===== src/rtl/xbus_rd_pkg.sv =====
// Shared types for the external bus read sequencer.
// Assumes: single bus clock domain for the sequencer itself.
package xbus_rd_pkg;
    typedef enum logic {
        RDY_SYNC  = 1'b0,
        RDY_ASYNC = 1'b1
    } rdy_mode_e;

    typedef enum logic {
        ST_IDLE   = 1'b0,
        ST_ACCESS = 1'b1
    } seq_state_e;
endpackage


===== src/rtl/xbus_rdy_pipe.sv =====
// Ready input pipeline: a free-running shift register on the ready pin.
// Synchronous mode evaluates the first stage. Asynchronous mode evaluates
// the last stage, which acts as the synchronizer.
// Assumes: SYNC_STAGES >= 2; all stages clear to 0 in reset.
module xbus_rdy_pipe #(
    parameter int SYNC_STAGES = 2
) (
    input  logic clk,
    input  logic rst_n,
    input  logic pin,
    input  logic async_sel,
    output logic rdy_eval
);
    logic [SYNC_STAGES-1:0] stg;

    // First stage captures the raw pin every cycle.
    always_ff @(posedge clk) begin
        if (!rst_n) stg[0] <= 1'b0;
        else        stg[0] <= pin;
    end

    // Remaining stages form the synchronizer chain.
    for (genvar i = 1; i < SYNC_STAGES; i++) begin : g_stage
        always_ff @(posedge clk) begin
            if (!rst_n) stg[i] <= 1'b0;
            else        stg[i] <= stg[i-1];
        end
    end

    // Mode picks the stage that the sequencer evaluates.
    always_comb rdy_eval = async_sel ? stg[SYNC_STAGES-1] : stg[0];
endmodule


===== src/rtl/xbus_phase_ctr.sv =====
// Phase counter: counts access cycles from 1 and saturates at the latest
// possible first-sample point. It flags the cycle in which the strobe must
// fall and the window in which ready decides completion.
// Assumes: lead_len and act_len are already non-zero.
module xbus_phase_ctr #(
    parameter int LEAD_W = 2,
    parameter int ACT_W  = 3
) (
    input  logic              clk,
    input  logic              rst_n,
    input  logic              start,
    input  logic              run,
    input  logic [LEAD_W-1:0] lead_len,
    input  logic [ACT_W-1:0]  act_len,
    input  logic              async_mode,
    output logic              strobe_now,
    output logic              window
);
    localparam int CMAX = (2**LEAD_W - 1) + (2**ACT_W - 1) + 1;
    localparam int CW   = $clog2(CMAX + 1);

    logic [CW-1:0] cyc;
    logic [CW-1:0] first_pt;

    // Access cycle counter, saturating at CMAX.
    always_ff @(posedge clk) begin
        if (!rst_n)                       cyc <= '0;
        else if (start)                   cyc <= CW'(1);
        else if (run && cyc < CW'(CMAX))  cyc <= cyc + CW'(1);
    end

    // Earliest cycle whose ending edge may complete the access.
    always_comb first_pt = CW'(lead_len) + CW'(act_len) + (async_mode ? CW'(0) : CW'(1));

    // Strobe falls at the edge that ends the last lead cycle.
    always_comb strobe_now = run && (cyc == CW'(lead_len));

    // Ready is evaluated once the first sample point is reached.
    always_comb window = run && (cyc >= first_pt);

    // Once open, the window stays open until the access ends.
    assert_window_holds_R4: assert property (@(posedge clk) disable iff (!rst_n)
        (window && run && !start) |=> (window || !run));

    // The strobe cannot fall in the first cycle of an access.
    assert_no_strobe_at_start_R3: assert property (@(posedge clk) disable iff (!rst_n)
        start |=> !strobe_now || (lead_len == LEAD_W'(1)));
endmodule


===== src/rtl/xbus_rd_seq.sv =====
// External bus read sequencer top. It accepts a request while idle, drives
// the address and chip-select, lowers the strobe after the lead phase, and
// completes on ready. On completion it captures data and pulses done.
// Assumes: bus_data is stable around the completing edge; the ready pin
// meets setup to the bus clock in synchronous mode.
module xbus_rd_seq
    import xbus_rd_pkg::*;
#(
    parameter int ADDR_W      = 16,
    parameter int DATA_W      = 16,
    parameter int LEAD_W      = 2,
    parameter int ACT_W       = 3,
    parameter int SYNC_STAGES = 2
) (
    input  logic              clk,
    input  logic              rst_n,
    input  logic              req,
    input  logic [ADDR_W-1:0] addr,
    input  logic              ready_mode,
    input  logic [LEAD_W-1:0] lead_cnt,
    input  logic [ACT_W-1:0]  active_cnt,
    output logic              busy,
    output logic              done,
    output logic [DATA_W-1:0] rdata,
    output logic [ADDR_W-1:0] bus_addr,
    output logic              bus_cs_n,
    output logic              bus_rd_n,
    input  logic [DATA_W-1:0] bus_data,
    input  logic              bus_ready
);
    seq_state_e        state;
    rdy_mode_e         mode_q;
    logic [LEAD_W-1:0] lead_q;
    logic [ACT_W-1:0]  act_q;
    logic [LEAD_W-1:0] lead_eff;
    logic [ACT_W-1:0]  act_eff;
    logic              start;
    logic              run;
    logic              strobe_now;
    logic              window;
    logic              rdy_eval;
    logic              complete;

    // A zero count stands for one cycle.
    always_comb lead_eff = (lead_cnt == '0) ? LEAD_W'(1) : lead_cnt;
    always_comb act_eff  = (active_cnt == '0) ? ACT_W'(1) : active_cnt;

    // Request acceptance and access run flags.
    always_comb start = (state == ST_IDLE) && req;
    always_comb run   = (state == ST_ACCESS);
    always_comb busy  = run;

    xbus_rdy_pipe #(
        .SYNC_STAGES (SYNC_STAGES)
    ) u_rdy (
        .clk       (clk),
        .rst_n     (rst_n),
        .pin       (bus_ready),
        .async_sel (mode_q == RDY_ASYNC),
        .rdy_eval  (rdy_eval)
    );

    xbus_phase_ctr #(
        .LEAD_W (LEAD_W),
        .ACT_W  (ACT_W)
    ) u_ctr (
        .clk        (clk),
        .rst_n      (rst_n),
        .start      (start),
        .run        (run),
        .lead_len   (lead_q),
        .act_len    (act_q),
        .async_mode (mode_q == RDY_ASYNC),
        .strobe_now (strobe_now),
        .window     (window)
    );

    // Completion when the window is open and evaluated ready is high.
    always_comb complete = window && rdy_eval;

    // Sequencer state, configuration latch and bus control outputs.
    always_ff @(posedge clk) begin
        if (!rst_n) begin
            state    <= ST_IDLE;
            mode_q   <= RDY_SYNC;
            lead_q   <= LEAD_W'(1);
            act_q    <= ACT_W'(1);
            bus_addr <= '0;
            bus_cs_n <= 1'b1;
            bus_rd_n <= 1'b1;
        end else begin
            case (state)
                ST_IDLE: begin
                    if (req) begin
                        state    <= ST_ACCESS;
                        mode_q   <= rdy_mode_e'(ready_mode);
                        lead_q   <= lead_eff;
                        act_q    <= act_eff;
                        bus_addr <= addr;
                        bus_cs_n <= 1'b0;
                    end
                end
                ST_ACCESS: begin
                    if (complete) begin
                        state    <= ST_IDLE;
                        bus_cs_n <= 1'b1;
                        bus_rd_n <= 1'b1;
                    end else if (strobe_now) begin
                        bus_rd_n <= 1'b0;
                    end
                end
                default: state <= ST_IDLE;
            endcase
        end
    end

    // Read data capture and done pulse on the completing edge.
    always_ff @(posedge clk) begin
        if (!rst_n) begin
            rdata <= '0;
            done  <= 1'b0;
        end else begin
            done <= complete;
            if (complete) rdata <= bus_data;
        end
    end

    // The strobe is never low while chip-select is high.
    assert_rd_inside_cs_R6: assert property (@(posedge clk) disable iff (!rst_n)
        bus_cs_n |-> bus_rd_n);

    // done lasts a single cycle.
    assert_done_single_R6: assert property (@(posedge clk) disable iff (!rst_n)
        done |=> !done);

    // A strobe release always comes with done.
    assert_rd_rise_done_R6: assert property (@(posedge clk) disable iff (!rst_n)
        $rose(bus_rd_n) |-> done);

    // busy drops only on a completion.
    assert_busy_fall_done_R6: assert property (@(posedge clk) disable iff (!rst_n)
        $fell(busy) |-> done);

    // The address changes only when a request is accepted.
    assert_addr_hold_R7: assert property (@(posedge clk) disable iff (!rst_n)
        !(state == ST_IDLE && req) |=> $stable(bus_addr));

    // No acceptance on the completing edge: one idle cycle minimum.
    assert_idle_gap_R9: assert property (@(posedge clk) disable iff (!rst_n)
        done |-> bus_cs_n);
endmodule


===== config.mk =====
export PLATFORM = sky130hd
export DESIGN_NAME = xbus_rd_seq
export DESIGN_NICKNAME = d
export VERILOG_FILES = /design/src/rtl/xbus_rd_pkg.sv /design/src/rtl/xbus_rdy_pipe.sv /design/src/rtl/xbus_phase_ctr.sv /design/src/rtl/xbus_rd_seq.sv
export SDC_FILE = /design/constraint.sdc
export NUM_CORES = 1
export LEC_CHECK = 0
export CAP_MARGIN = 25
export CORE_MARGIN = 4
export CORE_UTILIZATION = 40
export CTS_CLUSTER_SIZE = 28
export DETAILED_ROUTE_END_ITERATION = 12
export GPL_TIMING_DRIVEN = 0
export PLACE_DENSITY = 0.76
export SLEW_MARGIN = 15
export SYNTH_ARGS = -nofsm -noshare
export SYNTH_HDL_FRONTEND = slang
export SYNTH_HIERARCHICAL = 1
export SYNTH_SLANG_ARGS = --single-unit

===== constraint.sdc =====
create_clock -name clk -period 2.61 [get_ports clk]
set_input_delay 0.3915 -clock clk [delete_from_list [all_inputs] [get_ports clk]]
set_output_delay 0.3915 -clock clk [all_outputs]
set_load 0.01 [all_outputs]

==> flow_summary.ini, run 1 <==
[sta]
tightest_slew_ps = 421
hold_slack_ps = 454
post-route-period-util = 0.966
tns_ps = 0
hold_viol = 0
fin_worst_skew_ps = 10.8
fmax_mhz = 397
setup_viol = 0
rsz0062_at_grt = yes
report.final.slew_viol_count = 0
period_needed_ps = 2520
maxSlewHeadroom = 0.720

[route]
via_per_inst = 4.58
wl_um = 4800
dr.pass1.iters = 4
wl_per_cell_um = 12.4
drc = 0
drtAntennaViolNets = 0
drt-initial-drc-count = 82
via_count = 1774

[global_routing]
grt_max_degree = 15
grt_usage = 0.158
grt_remaining_overflow = 0
antenna_found_initial = 0
grt_pass1_vias = 1821
grt_pass1_wl_um = 7960

[outcome]
outcome = completed

[worst_hold_path]
hp-start = rdata[6]
worstHoldPathType = flip-flop to flip-flop
holdPathStages = 2
hold_end = rdata[6]

[setup_path]
arrival_ps = 2750
path_class = flip-flop to flip-flop
worstPathMaxFanout = 8
critPathMaxStageDelay_ps = 410
crit_path_top_delay_cell = fa_1
path_buf_inv = 2
critPathCaptureType = flip-flop
cp.required_ps = 2840
reg2reg_setup_slack_ps = 90
cp_cell_sequence = fa_2 -> inv_2 -> fa_1 -> ha_1 -> o21ai_1 -> a21o_1 -> a21oi_4 -> and2_4 -> buf_6 -> nand2_1 -> a21boi_1
cp-start-kind = flip-flop
timing.rr.start = lead_q[0]
crit_family = adder cells
reg2reg_to = rdata[12]
reg2regPathDepth = 11

[power_and_ir_drop]
p_leak_uw = 0.00116
powerDensity_nw_per_um2 = 468
peakVddDrop_uv = 259
power_uw = 1470

[floorplan]
die_h_um = 80.6
die_area_sq_um = 6500
die_width_um = 80.6
core_area_sq_um = 5110
fp-row-count = 26
initial_core_util = 0.413
io_pins = 78

[synthesis]
syn-instance-count = 229
syn-cell-area_sq_um = 2110
synth_enable_flop_cells = 0
syn_avg_cell_area_sq_um = 9.21
synth_nets = 279
synth-seq-cells = 48
netlist-cell-type-count = 33
synth.yosys.seq_area_share = 0.456
yosysWarningCount = 6
async_flop_share = 0
ys.flop_type = dfxtp_1

[clock_network]
clockBufferDepth = 2
cts_tree = built
cts.clk_slew.worst_paths_ps = 90
cts_buffers = 5
cts_root_buf = clkbuf_8
cts_max_level = 2
clock-sinks = 48
insertion_delay_ps = 300

[final_layout]
final_cell_mix = clkdlybuf4s50_1, nand2_1, dfxtp_1, a21boi_2, nor2_1
insertedDiodeCount = 0
area_growth_pct = 48.6
final_common_cell = clkdlybuf4s50_1
nets = 366
layout-drive-gt1-share = 0.177
fill_cells = 453
utilization = 0.613

[placement]
place_hpwl_um = 3570
routabilityCongestion = 0.800
portBuffers = 77

[flow_run]
timing.max_cap.violations = 0
Yosys cell counts (3+ instances only):
cell	number	area share
and2_1	3	0.0089
xor2_1	3	0.012
a21boi_1	10	0.036
ha_1	6	0.036
nor2_1	9	0.016
o21ai_0	4	0.0095
clkbuf_1	4	0.0071
a21oi_1	3	0.0071
buf_6	5	0.027
inv_1	5	0.0089
nand2_1	76	0.14
dfxtp_1	48	0.46
a21o_1	4	0.014
a21boi_0	7	0.025
a21boi_2	19	0.10
report_power, final:
group          internal (uW)  leakage, uW  switching, uW
sequential               760     0.000392           20.1
combinational            156     0.000723            103
clock                    192    0.0000424            237
total                   1110      0.00116            360
kinds of logic (layout without fill, tap and decap cells):
family	after synthesis	after routing	synth area share
muxes	1	1	0.00712
AOI/OAI and AO/OA	51	51	0.210
adders and majority gates	8	8	0.0546
xor gates and xnor gates	4	4	0.0166
and+or+nand+nor	99	99	0.196
buffers and inverters	18	106	0.0599
DFF	48	48	0.456
final cells by class:
| cell class | count | area (sq um) | share of cell area |
|---|---|---|---|
| multi-input combinational | 163 | 1070 | 0.341 |
| sequential | 48 | 966 | 0.308 |
| timing repair buffer | 81 | 805 | 0.257 |
| buffer | 11 | 93.8 | 0.0300 |
| tap | 70 | 87.6 | 0.0280 |
| clock buffer | 7 | 76.3 | 0.0244 |
| inverter | 6 | 27.5 | 0.00879 |
| clock inverter | 1 | 8.76 | 0.00280 |
worst max path at each step:
stage                    from        end  slack (ps)  cells after the start
CTS                 lead_q[0]  rdata[13]          -6                     12
floorplan              mode_q  rdata[10]         100                     13
global route        lead_q[0]  rdata[14]         -20                     11
detailed placement     mode_q  rdata[12]        -230                     12
global placement       mode_q  rdata[10]        -210                     12
finish              lead_q[0]  rdata[12]          90                     11
timing repair:
item                                    in CTS  in global routing
resized for setup                           14                 10
setup buffers                                1                  2
cloned                                       1                  0
pin swaps                                    4                  8
hold buffers                                 0                  0
endpoints found under the setup margin      16                 15
metrics by stage:
| step | setup slack (ps) | std cells | cell area [sq um] |
|---|---|---|---|
| 2_1_floorplan | 103 | 229 | 2110 |
| 3_3_place_gp | -209 | 376 | 2970 |
| 3_5_place_dp | -231 | 376 | 2970 |
| 4_1_cts | -6.08 | 386 | 3100 |
| 5_1_grt | -20.2 | 387 | 3130 |
| 6_report | 89.6 | 387 | 3130 |
worst register-to-register path: cells and delay by family, from the launching register on:
| kind | cells | cell delay [ps] |
|---|---|---|
| fa+ha+maj | 3 | 1090 |
| buf+inv | 2 | 190 |
| simple gates | 2 | 300 |
| flops | 1 | 360 |
| compound gates | 4 | 520 |
flip-flops by register name, indices dropped and copies added, names as in the netlist:
register and count:
act_q 3, bus_addr 16, bus_cs_n 1, bus_rd_n 1, busy 1, done 1
lead_q 2, mode_q 1, rdata 16, u_ctr/cyc 4, u_rdy/stg 2
metal layers:
metal,wire [um],vias to the layer above,track usage
met5,0,-,0
met4,55,0,0.0524
met3,550,6,0.0807
met2,2240,55,0.266
met1,1950,789,0.170
li1,-,924,-
No activity file was read; power rests on OpenSTA's default activity.
==> inputs of run 2 (changes only) <==
--- a/config.mk
+++ b/config.mk
@@ -12,6 +12,7 @@
 export DETAILED_ROUTE_END_ITERATION = 12
 export GPL_TIMING_DRIVEN = 0
 export PLACE_DENSITY = 0.76
+export SKIP_LAST_GASP = 1
 export SLEW_MARGIN = 15
 export SYNTH_ARGS = -nofsm -noshare
 export SYNTH_HDL_FRONTEND = slang
==> flow_summary.ini, run 2 (same netlist as run 1, synthesis figures left out) <==
[outcome]
outcome = completed

[setup_path]
path_class = flip-flop to flip-flop
critPathCaptureType = flip-flop
critPathMaxStageDelay_ps = 410
crit_path_top_delay_cell = fa_1
cp_cell_sequence = fa_2 -> inv_2 -> fa_1 -> ha_1 -> o21ai_1 -> a21o_1 -> a21oi_4 -> and2_4 -> buf_6 -> nand2_1 -> a21boi_1
cp-start-kind = flip-flop
cp.required_ps = 2850
worstPathMaxFanout = 8
arrival_ps = 2760

[sta]
post-route-period-util = 0.968
report.final.slew_viol_count = 0
setup_viol = 0
hold_viol = 0
rsz0062_at_grt = yes
hold_slack_ps = 454
maxSlewHeadroom = 0.726
period_needed_ps = 2530
fmax_mhz = 396
tightest_slew_ps = 412
fin_worst_skew_ps = 10.8
setup_ws_ps = 84.1

[placement]
dp_slack_ps = -231
routabilityCongestion = 0.800
portBuffers = 77
place_area_sq_um = 2970
place_hpwl_um = 3570
dp_cells = 376

[global_routing]
grt_remaining_overflow = 0
grt_usage = 0.158
grt_pass1_wl_um = 7960
grt_max_degree = 15
grt_pass1_vias = 1821
antenna_found_initial = 0

[route]
wl_um = 4770
drt-initial-drc-count = 80
via_count = 1770
drtAntennaViolNets = 0
wl_per_cell_um = 12.3
dr.pass1.iters = 2
via_per_inst = 4.57
drc = 0

[final_layout]
utilization = 0.612
insertedDiodeCount = 0
fin_cells = 387
reg_top3 = bus_addr (16), rdata (16), u_ctr/cyc (4)
final_cell_area_sq_um = 3120
nets = 366
final_cell_mix = clkdlybuf4s50_1, nand2_1, dfxtp_1, a21boi_2, nor2_1
final_common_cell = clkdlybuf4s50_1
area_growth_pct = 48.2
layout-drive-gt1-share = 0.167

[clock_network]
cts_buffers = 5
cts_root_buf = clkbuf_8
cts_tree = built
clock-sinks = 48
clockBufferDepth = 2
insertion_delay_ps = 300
cts.clk_slew.worst_paths_ps = 80
cts_max_level = 2

[power_and_ir_drop]
p_leak_uw = 0.00116
p_int_uw = 1110
p_comb_frac = 0.176
powerDensity_nw_per_um2 = 469
p_sw_frac = 0.245
p_seq_frac = 0.532
clkPwrFrac = 0.292
switchingPower_uw = 359
peakVddDrop_uv = 259

[flow_run]
timing.max_cap.violations = 0

[worst_hold_path]
worstHoldPathType = flip-flop to flip-flop

[floorplan]
die_h_um = 80.6
die_width_um = 80.6
core_area_sq_um = 5110
initial_core_util = 0.413
io_pins = 78
fp-row-count = 26
die_area_sq_um = 6500
[run 2: changes by cell type in the layout (fill, tap and decap cells not counted)]
cell	before	now
a21boi_1	7	8
a21boi_2	22	21
nand2_1	70	72
nand2_2	5	3
[run 2: power by group through the flow]
stage                     registers [uW]  logic, uW  clock network [uW]
after global placement               798        244                   0
after CTS                            781        258                 451
after floorplan                      804        112                   0
final                                780        257                 428
after detailed placement             798        249                   0
after global routing                 785        284                 475
[run 2: timing repair]
item                                    in CTS  in global routing
pin swaps                                    4                  7
cloned                                       1                  0
endpoints found under the setup margin      16                 15
setup buffers                                1                  2
hold buffers                                 0                  0
gates resized for setup                     14                  7
[run 2: final timing paths]
path	start	endpoint	slack (ps)	cells past startpoint
setup / recovery	lead_q[0]	rdata[7]	80	11
hold reg to reg	rdata[6]	rdata[6]	450	2
hold / removal	rdata[6]	rdata[6]	450	2
setup reg to reg	lead_q[0]	rdata[7]	80	11
[run 2: layout make-up]
cell class	instances	area [sq um]
inverters	6	27.5
plain buffers	11	93.8
repair buffers	81	805
multi-input cells	163	1060
clock buffers	7	76.3
fillers	455	1980
well taps	70	87.6
clock inverters	1	8.76
flip-flops and latches	48	966
[run 2: per-stage QoR]
| step | total power, uW | setup TNS (ps) |
|---|---|---|
| final | 1470 | 0 |
| after global routing | 1540 | -106 |
| after CTS | 1490 | -11.8 |
| after detailed placement | 1050 | -2730 |
| after global placement | 1040 | -2300 |
| after floorplan | 917 | 0 |
[run 2: routing by layer]
metal / track usage / up-vias / part of all wire
li1: - / 922 / -
met1: 0.170 / 783 / 0.40
met2: 0.266 / 58 / 0.47
met3: 0.0807 / 7 / 0.12
met4: 0.0524 / 0 / 0.011
met5: 0 / - / 0
[run 2: critical path, delay by kind of cell, from the launching register on]
family / cells / cell delay (ps)
adder cells (fa/ha/maj): 3 / 1100
AO/OA/AOI/OAI: 4 / 500
flip-flops: 1 / 360
AND/OR/NAND/NOR: 2 / 290
buffers and inverters: 2 / 200
